$ cat config.mk
export PLATFORM = sky130hd
export DESIGN_NAME = bittm_unit
export DESIGN_NICKNAME = d
export VERILOG_FILES = /design/src/rtl/bittm_pkg.sv /design/src/rtl/bittm_index.sv /design/src/rtl/bittm_alter.sv /design/src/rtl/bittm_unit.sv
export SDC_FILE = /design/constraint.sdc
export NUM_CORES = 1
export LEC_CHECK = 0
export ABC_AREA = 1
export BUFFER_PORTS_ARGS = -buffer_cell sky130_fd_sc_hd__buf_4
export CELL_PAD_IN_SITES_DETAIL_PLACEMENT = 1
export CELL_PAD_IN_SITES_GLOBAL_PLACEMENT = 1
export CORE_MARGIN = 8
export CORE_UTILIZATION = 36
export DETAILED_ROUTE_END_ITERATION = 12
export GPL_TIMING_DRIVEN = 0
export PLACE_DENSITY_LB_ADDON = 0.2
export SYNTH_ARGS = -nofsm -noshare
export SYNTH_HDL_FRONTEND = slang
export SYNTH_SLANG_ARGS = --single-unit
export TNS_END_PERCENT = 100
$ cat constraint.sdc
create_clock -name clk -period 2.94 [get_ports clk]
set_clock_uncertainty 0.15 [all_clocks]
set_input_delay 0.588 -clock clk [delete_from_list [all_inputs] [get_ports clk]]
set_output_delay 0.588 -clock clk [all_outputs]
set_load 0.03 [all_outputs]
$ cat src/rtl/bittm_pkg.sv
package bittm_pkg;
  localparam int FULL_W_DEF = 32;
  localparam int HALF_W_DEF = 16;
  localparam int IMM_W_DEF  = 8;

  typedef enum logic [1:0] {
    BOP_TEST = 2'b00,
    BOP_FLIP = 2'b01,
    BOP_CLR  = 2'b10,
    BOP_SET  = 2'b11
  } bop_e;
endpackage

$ cat src/rtl/bittm_index.sv
module bittm_index #(
  parameter int FULL_W = bittm_pkg::FULL_W_DEF,
  parameter int HALF_W = bittm_pkg::HALF_W_DEF,
  parameter int IMM_W  = bittm_pkg::IMM_W_DEF,
  localparam int POS_W = $clog2(FULL_W)
) (
  input  logic              imm_sel,
  input  logic [IMM_W-1:0]  imm,
  input  logic [FULL_W-1:0] idx,
  input  logic              wide,
  output logic [POS_W-1:0]  pos
);
  localparam logic [FULL_W-1:0] MOD_FULL = FULL_W;
  localparam logic [FULL_W-1:0] MOD_HALF = HALF_W;

  // zero-extend the immediate to operand width
  function automatic logic [FULL_W-1:0] extend_imm(input logic [IMM_W-1:0] v);
    return {{(FULL_W-IMM_W){1'b0}}, v};
  endfunction

  // index modulo operand width; the quotient is thrown away
  function automatic logic [POS_W-1:0] reduce_pos(input logic [FULL_W-1:0] v,
                                                  input logic wide_m);
    logic [FULL_W-1:0] half_v;
    half_v = {{(FULL_W-HALF_W){1'b0}}, v[HALF_W-1:0]};
    return wide_m ? POS_W'(v % MOD_FULL) : POS_W'(half_v % MOD_HALF);
  endfunction

  logic [FULL_W-1:0] src;
  assign src = imm_sel ? extend_imm(imm) : idx;
  assign pos = reduce_pos(src, wide);
endmodule

$ cat src/rtl/bittm_alter.sv
module bittm_alter #(
  parameter int FULL_W = bittm_pkg::FULL_W_DEF,
  localparam int POS_W = $clog2(FULL_W)
) (
  input  logic [FULL_W-1:0] opnd,
  input  logic [POS_W-1:0]  pos,
  input  bittm_pkg::bop_e   op,
  output logic [FULL_W-1:0] result,
  output logic              orig_bit,
  output logic              writes
);
  import bittm_pkg::*;

  function automatic logic [FULL_W-1:0] apply_op(input logic [FULL_W-1:0] v,
                                                 input logic [POS_W-1:0] p,
                                                 input bop_e o);
    logic [FULL_W-1:0] mask;
    mask = {{(FULL_W-1){1'b0}}, 1'b1} << p;
    case (o)
      BOP_FLIP: return v ^ mask;
      BOP_CLR:  return v & ~mask;
      BOP_SET:  return v | mask;
      default:  return v;
    endcase
  endfunction

  assign orig_bit = opnd[pos];
  assign result   = apply_op(opnd, pos, op);
  assign writes   = (op != BOP_TEST);
endmodule

$ cat src/rtl/bittm_unit.sv
module bittm_unit #(
  parameter int FULL_W = bittm_pkg::FULL_W_DEF,
  parameter int HALF_W = bittm_pkg::HALF_W_DEF,
  parameter int IMM_W  = bittm_pkg::IMM_W_DEF,
  localparam int POS_W = $clog2(FULL_W)
) (
  input  logic              clk,
  input  logic              rst_n,
  input  logic              in_valid,
  input  logic [1:0]        in_op,
  input  logic              in_wide,
  input  logic              in_imm_sel,
  input  logic [IMM_W-1:0]  in_imm,
  input  logic [FULL_W-1:0] in_idx,
  input  logic [FULL_W-1:0] in_opnd,
  output logic [FULL_W-1:0] out_opnd,
  output logic              out_carry,
  output logic              out_wen,
  output logic              out_done
);
  import bittm_pkg::*;

  // named internal events for the assertions
  logic [POS_W-1:0]  pos_w;
  logic [FULL_W-1:0] alt_res_w;
  logic              alt_orig_w;
  logic              alt_writes_w;
  bop_e              op_w;

  assign op_w = bop_e'(in_op);

  bittm_index #(.FULL_W(FULL_W), .HALF_W(HALF_W), .IMM_W(IMM_W)) index_i (
    .imm_sel (in_imm_sel),
    .imm     (in_imm),
    .idx     (in_idx),
    .wide    (in_wide),
    .pos     (pos_w)
  );

  bittm_alter #(.FULL_W(FULL_W)) alter_i (
    .opnd     (in_opnd),
    .pos      (pos_w),
    .op       (op_w),
    .result   (alt_res_w),
    .orig_bit (alt_orig_w),
    .writes   (alt_writes_w)
  );

  always_ff @(posedge clk) begin
    if (!rst_n) begin
      out_opnd  <= '0;
      out_carry <= 1'b0;
      out_wen   <= 1'b0;
      out_done  <= 1'b0;
    end else begin
      out_done <= in_valid;
      out_wen  <= in_valid && alt_writes_w;
      if (in_valid) begin
        out_opnd  <= alt_res_w;
        out_carry <= alt_orig_w;
      end
    end
  end

  AST_DONE_AFTER_VALID: assert property (@(posedge clk) disable iff (!rst_n)
    in_valid |=> out_done);
  AST_WEN_WITH_DONE: assert property (@(posedge clk) disable iff (!rst_n)
    out_wen |-> out_done);
  AST_CARRY_ORIGINAL: assert property (@(posedge clk) disable iff (!rst_n)
    in_valid |=> out_carry == $past(in_opnd[pos_w]));
  AST_TEST_UNCHANGED: assert property (@(posedge clk) disable iff (!rst_n)
    (in_valid && in_op == 2'b00) |=> (out_opnd == $past(in_opnd)) && !out_wen);
  AST_HALF_UPPER_PASS: assert property (@(posedge clk) disable iff (!rst_n)
    (in_valid && !in_wide) |=> out_opnd[FULL_W-1:HALF_W] == $past(in_opnd[FULL_W-1:HALF_W]));
  AST_ONE_BIT_CHANGES: assert property (@(posedge clk) disable iff (!rst_n)
    in_valid |=> $countones(out_opnd ^ $past(in_opnd)) <= 1);
  AST_IDLE_HOLD: assert property (@(posedge clk) disable iff (!rst_n)
    !in_valid |=> $stable(out_opnd) && $stable(out_carry) && !out_done);
endmodule

==> flow_metrics.py <==
metrics = {
    "clock_tree": {
        "clk_latency_ns": 0.30,
        "cts_setup_buffers": 0,
        "htreeDepth": 2,
        "path_clk_slew_ns": 0.08,
        "clock-sinks": 35,
        "cts_tree": "yes",
        "numCtsBuffers": 5,
        "clk_path_buf_depth": 2,
        "ctsHoldBuffers": 0,
        "ctsRootBufferMaster": "clkbuf_8",
    },
    "sta": {
        "setup_viol": 0,
        "max_slew.worst_pin.slew_ns": 0.661,
        "slew_violations": 0,
        "finalCritPeriodShare_pct": 92.4,
        "period_minus_slack_ns": 2.72,
        "maxSlewHeadroom_pct": 55.8,
        "max_freq_mhz": 368,
        "rsz0062_at_grt": "false",
        "hold_violations": 0,
    },
    "yosys": {
        "synthDistinctLibCells": 26,
        "synth_flop_cell": "dfxtp_1",
        "syn-cell-area_sq_um": 3390,
        "yosysSeqAreaShare_pct": 20.7,
        "synth-seq-cells": 35,
        "synth_warnings": 0,
        "yosys.area.top_type": "ha_1",
        "synthTopCellsByArea": "ha_1, dfxtp_1, a21oi_1, a221oi_1, nand2_1",
        "synth_area_per_cell_sq_um": 7.17,
        "syn_inst": 473,
        "synthArstFlopShare_pct": 0,
        "syn-num-nets": 616,
        "synth-edff-count": 0,
        "yosys.area.top_type_share_pct": 23.6,
    },
    "critical_path": {
        "cp-start-kind": "input port",
        "crit_top_cell": "buf_6",
        "required_ns": 2.96,
        "cp.arrival_ns": 2.74,
        "cpMaxStageDelayCell": "nor2_1",
        "cp-end-kind": "flip-flop",
        "critPathMaxStageDelay_ns": 0.51,
        "crit_type": "input port to flip-flop",
        "cp_max_fo": 10,
        "crit_chain": "buf_6 -> nand2_2 -> nand2_4 -> buf_6 -> nor2_1 -> nand4_1 -> ha_1 -> a221oi_1 -> a21oi_1",
    },
    "drt": {
        "wl_um": 12500,
        "drc": 0,
        "vias_per_cell": 5.61,
        "drt.antenna.violating_nets": 0,
        "vias": 3784,
        "firstDrtPassIters": 4,
        "dr.first_iter.drc_count": 221,
        "wire_per_inst_um": 18.5,
    },
    "layout": {
        "stdcell_area_sq_um": 4270,
        "n_antenna_cell": 0,
        "drive_gt1_share_pct": 20.2,
        "finalCoreUtilization_pct": 46.4,
        "layout_common_cells": "buf_4, nand2_1, ha_1",
        "mostFrequentLayoutCell": "buf_4",
        "area_growth_syn_to_layout_pct": 25.9,
        "nets": 705,
        "fin_cells": 674,
    },
    "placement": {
        "portBuffers": 82,
        "gp_congestion": 0.877,
        "placed_cell_area_sq_um": 4150,
        "dp_hpwl_um": 9620,
        "dp_cells": 666,
    },
    "pwr": {
        "powerDensity_nw_per_um2": 375,
        "ir_drop_uv": 141,
        "p_leak_nw": 2.01,
        "finalPower_mw": 1.60,
    },
    "global_route": {
        "grt.total_usage_pct": 19.7,
        "antenna_found_initial": 0,
        "grt_pass1_vias": 4076,
        "grt_max_degree": 12,
        "grt_pass1_wl_um": 20600,
        "grt-ovfl-total": 0,
    },
    "worst_hold_path": {
        "hp-class": "flip-flop to flip-flop",
    },
    "floorplan": {
        "dieHeight_um": 113,
        "die_width_um": 113,
        "die_area_sq_um": 12800,
        "num_rows": 35,
        "pin_count": 114,
        "start_util_pct": 36.9,
        "coreArea_sq_um": 9200,
    },
    "job": {
        "drv_cap": 0,
    },
    "run_status": {
        "status": "completed",
    },
}
## kinds of logic (layout without fill, tap and decap cells)
family,count (synthesis),after routing,synth area share [%]
compound gates,134,134,23.7
simple gates,163,163,22.5
buf+inv,77,167,9.59
fa+ha+maj,64,64,23.6
flops,35,35,20.7
## worst paths after layout
path                startpoint           end  slack (ns)  cells past startpoint
hold / removal     out_opnd[0]   out_opnd[0]        0.39                      2
setup reg to reg  out_opnd[16]  out_opnd[16]        2.12                      2
setup / recovery    in_imm_sel  out_opnd[20]        0.22                      9
hold reg to reg    out_opnd[0]   out_opnd[0]        0.39                      2
## per-stage QoR
stage	setup WS (ns)	TNS, ns	hold WS [ns]
after CTS	0.165	0	0.391
final	0.224	0	0.386
after detailed placement	-0.162	-1.79	0.366
after global routing	0.0345	0	0.424
after global placement	-0.129	-1.07	0.355
after floorplan	0.457	0	0.494
## state kept, by name (all words and copies together), names as in the netlist
signal     flops
out_opnd      32
out_done       1
out_carry      1
out_wen        1
## metal layers
metal	GRT usage, %	share of wire (%)
met3	3.83	5.2
met4	6.66	1.3
met1	22.4	41
met5	0	0
met2	35.9	52
## power breakdown
| part | internal, mW | leakage (nW) | total (mW) | switching, mW |
|---|---|---|---|---|
| Clock | 0.275 | 0.0612 | 0.478 | 0.203 |
| Combinational | 0.218 | 1.66 | 0.593 | 0.376 |
| Sequential | 0.511 | 0.291 | 0.529 | 0.0178 |
## area by class of cell
cell class | count | area (sq um)
Fill cell | 1201 | 4930
Multi-Input combinational cell | 361 | 2370
Sequential cell | 35 | 701
Timing Repair Buffer | 82 | 616
Inverter | 44 | 168
Buffer | 33 | 158
Tap cell | 111 | 139
Clock buffer | 6 | 82.6
Clock inverter | 2 | 35.0
## synthesized netlist by cell type (2+ instances only)
cell type  count
a221oi_1      32
buf_4          2
or2_1          2
dfxtp_1       35
inv_1         38
nand2_4        2
buf_2          3
o21ai_0       41
nand3_1       18
ha_1          64
inv_2          4
nand2_1       70
nand4_1       32
nor2_1        35
buf_6          3
nand3_2        2
a21oi_1       57
clkbuf_1      24
o21ai_2        2
## critical path: cells and delay by family
kind / cells / cell delay, ns
AO/OA/AOI/OAI: 2 / 0.47
adder cells (fa/ha/maj): 1 / 0.33
buffers and inverters: 2 / 0.30
AND/OR/NAND/NOR: 4 / 1.05
## repair_timing
| item | 4_1_cts | 5_1_grt |
|---|---|---|
| resized for setup | 0 | 2 |
| hold endpoints to repair | 0 | 0 |
| setup endpoints to repair | 0 | 10 |
(Power assumes the default switching activity.)
